==> config.mk <==
export PLATFORM = sky130hd
export DESIGN_NAME = tdm_pattern_tester
export DESIGN_NICKNAME = d
export VERILOG_FILES = /design/src/rtl/tpt_pkg.sv /design/src/rtl/tpt_regs.sv /design/src/rtl/tpt_gen.sv /design/src/rtl/tpt_chk.sv /design/src/rtl/tdm_pattern_tester.sv
export SDC_FILE = /design/constraint.sdc
export NUM_CORES = 1
export LEC_CHECK = 0
export ABC_AREA = 1
export BUFFER_PORTS_ARGS = -buffer_cell sky130_fd_sc_hd__buf_2
export CAP_MARGIN = 25
export CELL_PAD_IN_SITES_DETAIL_PLACEMENT = 0
export CELL_PAD_IN_SITES_GLOBAL_PLACEMENT = 1
export CORE_MARGIN = 2
export CORE_UTILIZATION = 45
export CTS_CLUSTER_DIAMETER = 50
export DETAILED_ROUTE_END_ITERATION = 16
export PLACE_DENSITY_LB_ADDON = 0.1
export SYNTH_ARGS = -nofsm -noshare
export SYNTH_HDL_FRONTEND = slang
export SYNTH_SLANG_ARGS = --single-unit
==> constraint.sdc <==
create_clock -name clk -period 5.9 [get_ports clk]
set_input_delay 0.885 -clock clk [delete_from_list [all_inputs] [get_ports clk]]
set_output_delay 0.885 -clock clk [all_outputs]
set_load 0.05 [all_outputs]
==> src/rtl/tpt_pkg.sv <==
package tpt_pkg;
  localparam int SR_W  = 20;
  localparam int CNT_W = 16;

  localparam logic [3:0] STY_ZERO   = 4'd0;
  localparam logic [3:0] STY_PRBS15 = 4'd1;
  localparam logic [3:0] STY_PRBS20 = 4'd2;
  localparam logic [3:0] STY_QRSS   = 4'd3;
  localparam logic [3:0] STY_USER   = 4'd4;

  localparam logic [3:0] A_GHWY = 4'd0, A_GLO = 4'd1, A_GHI = 4'd2;
  localparam logic [3:0] A_CHWY = 4'd3, A_CLO = 4'd4, A_CHI = 4'd5;
  localparam logic [3:0] A_STY  = 4'd6, A_USER = 4'd7, A_CMD = 4'd8;
  localparam logic [3:0] A_INJ  = 4'd9, A_CNTL = 4'd14, A_CNTH = 4'd15;

  function automatic logic uses_lfsr(input logic [3:0] sty);
    return (sty == STY_PRBS15) || (sty == STY_PRBS20) || (sty == STY_QRSS);
  endfunction

  function automatic logic lfsr_fb(input logic [3:0] sty, input logic [SR_W-1:0] s);
    return (sty == STY_PRBS15) ? (s[14] ^ s[13]) : (s[19] ^ s[16]);
  endfunction

  function automatic logic pat_bit(input logic [3:0] sty, input logic [SR_W-1:0] s);
    return lfsr_fb(sty, s) | ((sty == STY_QRSS) && (s[13:0] == 14'd0));
  endfunction

  function automatic logic [7:0] fixed_byte(input logic [3:0] sty, input logic [7:0] user);
    if (sty == STY_ZERO) return 8'h00;
    else if (sty == STY_USER) return user;
    else return 8'hFF;
  endfunction
endpackage

==> src/rtl/tpt_regs.sv <==
module tpt_regs
  import tpt_pkg::*;
#(
  parameter int HWY_W  = 5,
  parameter int SLOT_W = 7
) (
  input  logic              clk,
  input  logic              rst_n,
  input  logic              wr_en_i,
  input  logic [3:0]        wr_addr_i,
  input  logic [7:0]        wr_data_i,
  output logic [HWY_W-1:0]  g_hwy_o,
  output logic [SLOT_W-1:0] g_lo_o,
  output logic [SLOT_W-1:0] g_hi_o,
  output logic [HWY_W-1:0]  c_hwy_o,
  output logic [SLOT_W-1:0] c_lo_o,
  output logic [SLOT_W-1:0] c_hi_o,
  output logic [7:0]        style_o,
  output logic [7:0]        user_o,
  output logic              g_en_o,
  output logic              c_en_o,
  output logic              cmd_wr_o,
  output logic              inj_wr_o
);
  logic [HWY_W-1:0]  g_hwy_d, c_hwy_d;
  logic [SLOT_W-1:0] g_lo_d, g_hi_d, c_lo_d, c_hi_d;
  logic [7:0]        style_d, user_d;
  logic              g_en_d, c_en_d;

  always_comb begin
    g_hwy_d = g_hwy_o; g_lo_d = g_lo_o; g_hi_d = g_hi_o;
    c_hwy_d = c_hwy_o; c_lo_d = c_lo_o; c_hi_d = c_hi_o;
    style_d = style_o; user_d = user_o; g_en_d = g_en_o; c_en_d = c_en_o;
    if (wr_en_i) begin
      case (wr_addr_i)
        A_GHWY: g_hwy_d = wr_data_i[HWY_W-1:0];
        A_GLO:  g_lo_d  = wr_data_i[SLOT_W-1:0];
        A_GHI:  g_hi_d  = wr_data_i[SLOT_W-1:0];
        A_CHWY: c_hwy_d = wr_data_i[HWY_W-1:0];
        A_CLO:  c_lo_d  = wr_data_i[SLOT_W-1:0];
        A_CHI:  c_hi_d  = wr_data_i[SLOT_W-1:0];
        A_STY:  style_d = wr_data_i;
        A_USER: user_d  = wr_data_i;
        A_CMD:  begin g_en_d = wr_data_i[7]; c_en_d = wr_data_i[6]; end
        default: ;
      endcase
    end
    cmd_wr_o = wr_en_i && (wr_addr_i == A_CMD);
    inj_wr_o = wr_en_i && (wr_addr_i == A_INJ);
  end

  always_ff @(posedge clk or negedge rst_n) begin
    if (!rst_n) begin
      g_hwy_o <= '0; g_lo_o <= '0; g_hi_o <= '0;
      c_hwy_o <= '0; c_lo_o <= '0; c_hi_o <= '0;
      style_o <= '0; user_o <= '0; g_en_o <= 1'b0; c_en_o <= 1'b0;
    end else begin
      g_hwy_o <= g_hwy_d; g_lo_o <= g_lo_d; g_hi_o <= g_hi_d;
      c_hwy_o <= c_hwy_d; c_lo_o <= c_lo_d; c_hi_o <= c_hi_d;
      style_o <= style_d; user_o <= user_d; g_en_o <= g_en_d; c_en_o <= c_en_d;
    end
  end
endmodule

==> src/rtl/tpt_gen.sv <==
module tpt_gen
  import tpt_pkg::*;
#(
  parameter int HWY_W  = 5,
  parameter int SLOT_W = 7
) (
  input  logic              clk,
  input  logic              rst_n,
  input  logic              en_i,
  input  logic [HWY_W-1:0]  hwy_i,
  input  logic [SLOT_W-1:0] lo_i,
  input  logic [SLOT_W-1:0] hi_i,
  input  logic [3:0]        style_i,
  input  logic [7:0]        user_i,
  input  logic              cmd_wr_i,
  input  logic              inj_wr_i,
  input  logic              tx_strobe_i,
  input  logic [HWY_W-1:0]  tx_hwy_i,
  input  logic [SLOT_W-1:0] tx_slot_i,
  input  logic [7:0]        tx_data_i,
  output logic              tx_valid_o,
  output logic              tx_ins_o,
  output logic [7:0]        tx_data_o
);
  logic [SR_W-1:0] state_q, state_d, walk;
  logic            inj_q, inj_d, hit;
  logic [7:0]      lbyte, pat, data_d;

  always_comb begin
    hit  = en_i && tx_strobe_i && (tx_hwy_i == hwy_i) &&
           (tx_slot_i >= lo_i) && (tx_slot_i <= hi_i);
    walk  = state_q;
    lbyte = '0;
    for (int i = 7; i >= 0; i--) begin
      lbyte[i] = pat_bit(style_i, walk);
      walk     = {walk[SR_W-2:0], lfsr_fb(style_i, walk)};
    end
    pat    = uses_lfsr(style_i) ? lbyte : fixed_byte(style_i, user_i);
    pat[7] = pat[7] ^ inj_q;
    state_d = state_q;
    if (cmd_wr_i) state_d = '1;
    else if (hit && uses_lfsr(style_i)) state_d = walk;
    inj_d  = inj_wr_i | (inj_q & ~hit);
    data_d = hit ? pat : tx_data_i;
  end

  always_ff @(posedge clk or negedge rst_n) begin
    if (!rst_n) begin
      state_q <= '1; inj_q <= 1'b0;
      tx_valid_o <= 1'b0; tx_ins_o <= 1'b0; tx_data_o <= '0;
    end else begin
      state_q <= state_d; inj_q <= inj_d;
      tx_valid_o <= tx_strobe_i; tx_ins_o <= hit; tx_data_o <= data_d;
    end
  end

  assert_ins_has_valid_R3: assert property (@(posedge clk) disable iff (!rst_n)
    tx_ins_o |-> tx_valid_o);
  assert_valid_follows_R2: assert property (@(posedge clk) disable iff (!rst_n)
    tx_valid_o == $past(tx_strobe_i));
  assert_inject_once_R8: assert property (@(posedge clk) disable iff (!rst_n)
    ($past(hit) && $past(inj_q) && !$past(inj_wr_i)) |-> !inj_q);
  assert_seed_nonzero_R4: assert property (@(posedge clk) disable iff (!rst_n)
    state_q != '0);
endmodule

==> src/rtl/tpt_chk.sv <==
module tpt_chk
  import tpt_pkg::*;
#(
  parameter int HWY_W     = 5,
  parameter int SLOT_W    = 7,
  parameter int LOCK_BITS = 32
) (
  input  logic              clk,
  input  logic              rst_n,
  input  logic              en_i,
  input  logic [HWY_W-1:0]  hwy_i,
  input  logic [SLOT_W-1:0] lo_i,
  input  logic [SLOT_W-1:0] hi_i,
  input  logic [3:0]        style_i,
  input  logic [7:0]        user_i,
  input  logic              cmd_wr_i,
  input  logic              rd_clr_i,
  input  logic              rx_strobe_i,
  input  logic [HWY_W-1:0]  rx_hwy_i,
  input  logic [SLOT_W-1:0] rx_slot_i,
  input  logic [7:0]        rx_data_i,
  output logic [CNT_W-1:0]  count_o
);
  localparam int RUN_W = $clog2(LOCK_BITS + 1);

  logic [SR_W-1:0]  s_q, s_d, walk;
  logic [RUN_W-1:0] run_q, run_d, run;
  logic             lk_q, lk_d, lk, hit, lfsr_mode, e;
  logic [3:0]       nerr;
  logic [CNT_W-1:0] base, cnt_d;
  logic [CNT_W:0]   sum;

  always_comb begin
    hit  = en_i && rx_strobe_i && (rx_hwy_i == hwy_i) &&
           (rx_slot_i >= lo_i) && (rx_slot_i <= hi_i);
    lfsr_mode = uses_lfsr(style_i);
    walk = s_q; run = run_q; lk = lk_q; nerr = '0; e = 1'b0;
    if (lfsr_mode) begin
      for (int i = 7; i >= 0; i--) begin
        e = pat_bit(style_i, walk);
        if (lk) begin
          if (rx_data_i[i] != e) nerr = nerr + 4'd1;
          walk = {walk[SR_W-2:0], lfsr_fb(style_i, walk)};
        end else begin
          if (rx_data_i[i] == e) begin
            if (run != RUN_W'(LOCK_BITS)) run = run + 1'b1;
          end else run = '0;
          walk = {walk[SR_W-2:0], rx_data_i[i]};
          if (run == RUN_W'(LOCK_BITS)) lk = 1'b1;
        end
      end
    end else begin
      nerr = 4'($countones(rx_data_i ^ fixed_byte(style_i, user_i)));
    end
    s_d = s_q; run_d = run_q; lk_d = lk_q;
    if (cmd_wr_i) begin
      s_d = '0; run_d = '0; lk_d = 1'b0;
    end else if (hit) begin
      s_d = walk; run_d = run; lk_d = lk;
    end
    base  = rd_clr_i ? '0 : count_o;
    sum   = {1'b0, base} + (hit ? (CNT_W+1)'(nerr) : '0);
    cnt_d = sum[CNT_W] ? '1 : sum[CNT_W-1:0];
  end

  always_ff @(posedge clk or negedge rst_n) begin
    if (!rst_n) begin
      s_q <= '0; run_q <= '0; lk_q <= 1'b0; count_o <= '0;
    end else begin
      s_q <= s_d; run_q <= run_d; lk_q <= lk_d; count_o <= cnt_d;
    end
  end

  assert_count_mono_R12: assert property (@(posedge clk) disable iff (!rst_n)
    !$past(rd_clr_i) |-> count_o >= $past(count_o));
  assert_count_sat_R12: assert property (@(posedge clk) disable iff (!rst_n)
    ($past(count_o) == '1 && !$past(rd_clr_i)) |-> count_o == '1);
  assert_no_count_unlocked_R9: assert property (@(posedge clk) disable iff (!rst_n)
    ($past(hit) && $past(lfsr_mode) && !$past(lk_q) && !$past(rd_clr_i))
      |-> count_o == $past(count_o));
  assert_clear_on_read_R13: assert property (@(posedge clk) disable iff (!rst_n)
    ($past(rd_clr_i) && !$past(hit)) |-> count_o == '0);
endmodule

==> src/rtl/tdm_pattern_tester.sv <==
module tdm_pattern_tester
  import tpt_pkg::*;
#(
  parameter int HWY_W     = 5,
  parameter int SLOT_W    = 7,
  parameter int LOCK_BITS = 32
) (
  input  logic              clk,
  input  logic              rst_n,
  input  logic              wr_en_i,
  input  logic [3:0]        wr_addr_i,
  input  logic [7:0]        wr_data_i,
  input  logic              rd_en_i,
  input  logic [3:0]        rd_addr_i,
  output logic [7:0]        rd_data_o,
  input  logic              tx_strobe_i,
  input  logic [HWY_W-1:0]  tx_hwy_i,
  input  logic [SLOT_W-1:0] tx_slot_i,
  input  logic [7:0]        tx_data_i,
  output logic              tx_valid_o,
  output logic              tx_ins_o,
  output logic [7:0]        tx_data_o,
  input  logic              rx_strobe_i,
  input  logic [HWY_W-1:0]  rx_hwy_i,
  input  logic [SLOT_W-1:0] rx_slot_i,
  input  logic [7:0]        rx_data_i
);
  logic [1:0]        rst_sync;
  logic              rst_s;
  logic [HWY_W-1:0]  g_hwy, c_hwy;
  logic [SLOT_W-1:0] g_lo, g_hi, c_lo, c_hi;
  logic [7:0]        style, user, snap_q, snap_d, rd_d;
  logic              g_en, c_en, cmd_wr, inj_wr, rd_clr;
  logic [CNT_W-1:0]  count;

  always_ff @(posedge clk or negedge rst_n) begin
    if (!rst_n) rst_sync <= 2'b00;
    else        rst_sync <= {rst_sync[0], 1'b1};
  end
  assign rst_s = rst_sync[1];

  tpt_regs #(.HWY_W(HWY_W), .SLOT_W(SLOT_W)) u_regs (
    .clk(clk), .rst_n(rst_s), .wr_en_i(wr_en_i), .wr_addr_i(wr_addr_i),
    .wr_data_i(wr_data_i), .g_hwy_o(g_hwy), .g_lo_o(g_lo), .g_hi_o(g_hi),
    .c_hwy_o(c_hwy), .c_lo_o(c_lo), .c_hi_o(c_hi), .style_o(style),
    .user_o(user), .g_en_o(g_en), .c_en_o(c_en), .cmd_wr_o(cmd_wr),
    .inj_wr_o(inj_wr));

  tpt_gen #(.HWY_W(HWY_W), .SLOT_W(SLOT_W)) u_gen (
    .clk(clk), .rst_n(rst_s), .en_i(g_en), .hwy_i(g_hwy), .lo_i(g_lo),
    .hi_i(g_hi), .style_i(style[7:4]), .user_i(user), .cmd_wr_i(cmd_wr),
    .inj_wr_i(inj_wr), .tx_strobe_i(tx_strobe_i), .tx_hwy_i(tx_hwy_i),
    .tx_slot_i(tx_slot_i), .tx_data_i(tx_data_i), .tx_valid_o(tx_valid_o),
    .tx_ins_o(tx_ins_o), .tx_data_o(tx_data_o));

  tpt_chk #(.HWY_W(HWY_W), .SLOT_W(SLOT_W), .LOCK_BITS(LOCK_BITS)) u_chk (
    .clk(clk), .rst_n(rst_s), .en_i(c_en), .hwy_i(c_hwy), .lo_i(c_lo),
    .hi_i(c_hi), .style_i(style[3:0]), .user_i(user), .cmd_wr_i(cmd_wr),
    .rd_clr_i(rd_clr), .rx_strobe_i(rx_strobe_i), .rx_hwy_i(rx_hwy_i),
    .rx_slot_i(rx_slot_i), .rx_data_i(rx_data_i), .count_o(count));

  always_comb begin
    rd_clr = rd_en_i && (rd_addr_i == A_CNTL);
    snap_d = rd_clr ? count[15:8] : snap_q;
    rd_d   = 8'h00;
    if (rd_en_i && rd_addr_i == A_CNTL) rd_d = count[7:0];
    else if (rd_en_i && rd_addr_i == A_CNTH) rd_d = snap_q;
  end

  always_ff @(posedge clk or negedge rst_s) begin
    if (!rst_s) begin
      snap_q <= '0; rd_data_o <= '0;
    end else begin
      snap_q <= snap_d; rd_data_o <= rd_d;
    end
  end

  assert_rd_idle_zero_R13: assert property (@(posedge clk) disable iff (!rst_s)
    !$past(rd_en_i) |-> rd_data_o == 8'h00);
endmodule

==> flow_metrics.py <==
metrics = {
    "global_routing": {
        "grt_max_degree": 77,
        "grt_pass1_vias": 11930,
        "grt_antenna_before_repair": 0,
        "grt_usage_pct": 26.62,
        "overflow": 0,
        "grt_pass1_wl_um": 57190,
    },
    "setup_path": {
        "slowest_delay_ps": 500,
        "crit_required_ps": 6250,
        "cp_data_arrival_time_ps": 8450,
        "cp-start-kind": "flop",
        "end_kind": "flop",
        "r2r_start": "u_regs.style_o[3]$_DFFE_PN0P_",
        "critPathKind": "flop to flop",
        "crit_slowest_cell": "fa_1",
        "crit_top_cell": "buf_4",
        "reg2reg_to": "u_chk.count_o[5]$_DFF_PN0_",
        "rrSetupSlack_ps": -2200,
        "worst_r2r_path_depth": 45,
        "path_max_fanout": 8,
    },
    "power": {
        "leakage_nw": 8.344,
        "pwr_density_cell_mw_per_mm2": 313.7,
        "ir_worst_vdd_mv": 0.1911,
    },
    "cts": {
        "clock-root-buffer": "clkbuf_16",
        "cts.clk_slew.worst_paths_ps": 70,
        "cts_tree": "done",
        "clock_path_buffers": 2,
        "cts_buffers": 17,
        "cts.htree.levels": 4,
        "worstSkewPairLatency_ps": 440,
        "cts_hold_buf": 0,
        "cts.sinks": 148,
    },
    "logic_synthesis": {
        "synth-edff-count": 0,
        "synthTopCellsByArea": "dfrtp_1 (28%), nand2_1 (13%), ha_1 (8.2%)",
        "synth_cells": 1615,
        "synth_top_area_share_pct": 27.87,
        "ys_warn_count": 0,
        "syn-cell-area_mm2": 0.01149,
        "ys.flop_type": "dfrtp_1",
        "ys_seq_area_share_pct": 32.45,
        "synth_fp_nets": 1757,
        "synth_top_area_cell": "dfrtp_1",
        "async_flop_share_pct": 100.0,
        "ys_seq_elements": 148,
        "synth.avg_cell_area_um2": 7.115,
        "synth_cell_types": 59,
    },
    "floorplan": {
        "fp.dieW_um": 163.8,
        "io_pins": 80,
        "fp.dieH_um": 163.8,
        "start_util_pct": 45.76,
        "core_mm2": 0.02511,
        "rows": 58,
        "die_area_mm2": 0.02683,
    },
    "drt": {
        "via_per_inst": 5.096,
        "wirelength_um": 34720,
        "drc_errors": 0,
        "drt_pass1_iterations": 5,
        "wire_per_inst_um": 14.76,
        "first_iter_violations": 650,
        "vias": 11990,
        "ant_nets": 0,
    },
    "layout": {
        "fin_cells": 2352,
        "fin_nets": 2151,
        "fillers": 2260,
        "mostFrequentLayoutCell": "nand2_1",
        "post_route_cells_drive_above_1_share_pct": 37.44,
        "insertedDiodeCount": 0,
        "mostFrequentLayoutCells": "nand2_1 (348), buf_4 (314), inv_1 (196)",
        "area_growth_pct": 41.21,
    },
    "placed_design": {
        "dpl.hpwl_um": 25490,
        "port_buffers": 79,
        "gp_congestion": 0.8661,
        "dp_cells": 2251,
    },
    "sta": {
        "slew_violations": 0,
        "hold_violations": 0,
        "relSlewSlack_pct": 39.26,
        "fin_crit_ps": 8096,
        "worst_slack_ps": -2196,
        "skew_ps": 27.15,
        "max_freq_ghz": 0.1235,
        "whs_ps": 229.4,
        "min_period_over_period_pct": 137.2,
        "worst_pin_slew_ps": 911.1,
        "final-setup-viol-count": 24,
        "rsz0062_at_grt": "true",
    },
    "run_status": {
        "status": "finished with violations",
        "failed_checks": "setup timing",
    },
    "run": {
        "drv_cap": 0,
    },
    "min_path": {
        "worstHoldPathType": "input pin to asynchronous set/reset pin",
    },
}
## synthesized netlist by cell type, types with 21 or more instances
cell type  number
nor2_1        111
xor2_1         27
nand2_1       402
o22ai_1        21
dfrtp_1       128
nand3_1       132
o21ai_0       153
a21oi_1        30
clkbuf_1       21
nor3_1         21
nand4_1        30
ha_1           75
inv_1         216
nand2_2        36
## through the flow
stage / utilization [%] / setup WS [ps] / total power [W] / TNS [ps] / cell area, µm²
3_5_place_dp: 56.88 / -2322 / 0.003440 / -43650 / 14280
4_1_cts: 62.30 / -2174 / 0.004879 / -38720 / 15640
2_1_floorplan: - / -1848 / 0.002668 / -28510 / 11660
3_3_place_gp: 56.88 / -2100 / 0.003414 / -38670 / 14280
5_1_grt: 64.63 / -2646 / 0.005469 / -51730 / 16230
6_report: 64.63 / -2196 / 0.005090 / -40970 / 16230
## how the worst max path moves through the flow
stage | start | slack, ps | cells after the start | endpoint
global route | u_regs.style_o[2]$_DFFE_PN0P_ | -2650 | 70 | u_chk.count_o[15]$_DFF_PN0_
CTS | u_regs.style_o[3]$_DFFE_PN0P_ | -2170 | 70 | u_chk.count_o[5]$_DFF_PN0_
finish | u_regs.style_o[3]$_DFFE_PN0P_ | -2200 | 45 | u_chk.count_o[5]$_DFF_PN0_
global placement | rx_data_i[7] | -2100 | 67 | u_chk.count_o[8]$_DFF_PN0_
floorplan | rx_data_i[7] | -1850 | 67 | u_chk.count_o[15]$_DFF_PN0_
detailed placement | rx_data_i[7] | -2320 | 67 | u_chk.count_o[5]$_DFF_PN0_
## cells by family after synthesis
logic type	after synthesis	share of synthesized area, %
AOI/OAI and AO/OA	265	13.02
xor gates and xnor gates	41	3.125
adders and majority gates	80	9.037
buffers and inverters	270	9.223
DFF	148	32.45
muxes	3	0.2831
other	1	0.03263
and+or+nand+nor	807	32.83
## worst max-delay path: cells and delay by family (launching register included)
kind	cells	cell delay, ps
AOI/OAI and AO/OA	5	710
xor gates and xnor gates	1	190
adders and majority gates	6	2320
buffers and inverters	26	3210
DFF	1	420
and+or+nand+nor	7	1160
## layout make-up
type	instances	area, µm²	share of cell area [%]
multi-input cells	1197	7574	46.67
flip-flops and latches	148	3732	23.00
repair buffers	406	2939	18.11
inverters	239	918.4	5.660
clock buffers	18	439.2	2.706
well taps	330	412.9	2.545
clock inverters	14	211.5	1.303
## registers in the layout, summed over array words and instances, names as in the netlist, 6 cells and up
signal and flops:
u_gen.state_q 20, u_regs.style_o 8, snap_q 8, u_regs.c_hi_o 7
u_chk.run_q 6, u_regs.g_lo_o 7, u_chk.s_q 20, u_regs.user_o 8
u_regs.c_lo_o 7, u_regs.g_hi_o 7, rd_data_o 8, u_chk.count_o 16
u_gen.tx_data_o 8
## timing repair
| action | CTS | global route |
|---|---|---|
| endpoints found under the hold margin | 0 | 0 |
| cloned | 1 | 0 |
| endpoints found under the setup margin | 24 | 25 |
| pin swaps | 67 | 81 |
| gates resized for setup | 75 | 118 |
| setup buffers | 56 | 13 |
## routing by layer
| layer | vias up | wire length (µm) | GRT usage [%] | share of wire, % |
|---|---|---|---|---|
| li1 | 6064 | - | - | - |
| met1 | 5638 | 15820 | 34.78 | 46 |
| met2 | 228 | 17090 | 46.56 | 49 |
| met3 | 55 | 1108 | 3.207 | 3.2 |
| met4 | 0 | 706 | 7.257 | 2.0 |
| met5 | - | 0 | 0 | 0 |
## report_power, final
group	total [W]	switching, W	internal (W)
logic	0.00253	0.00138	0.00115
registers	0.00135	0.000130	0.00122
clock network	0.00121	0.000505	0.000702
(Power assumes the default switching activity.)
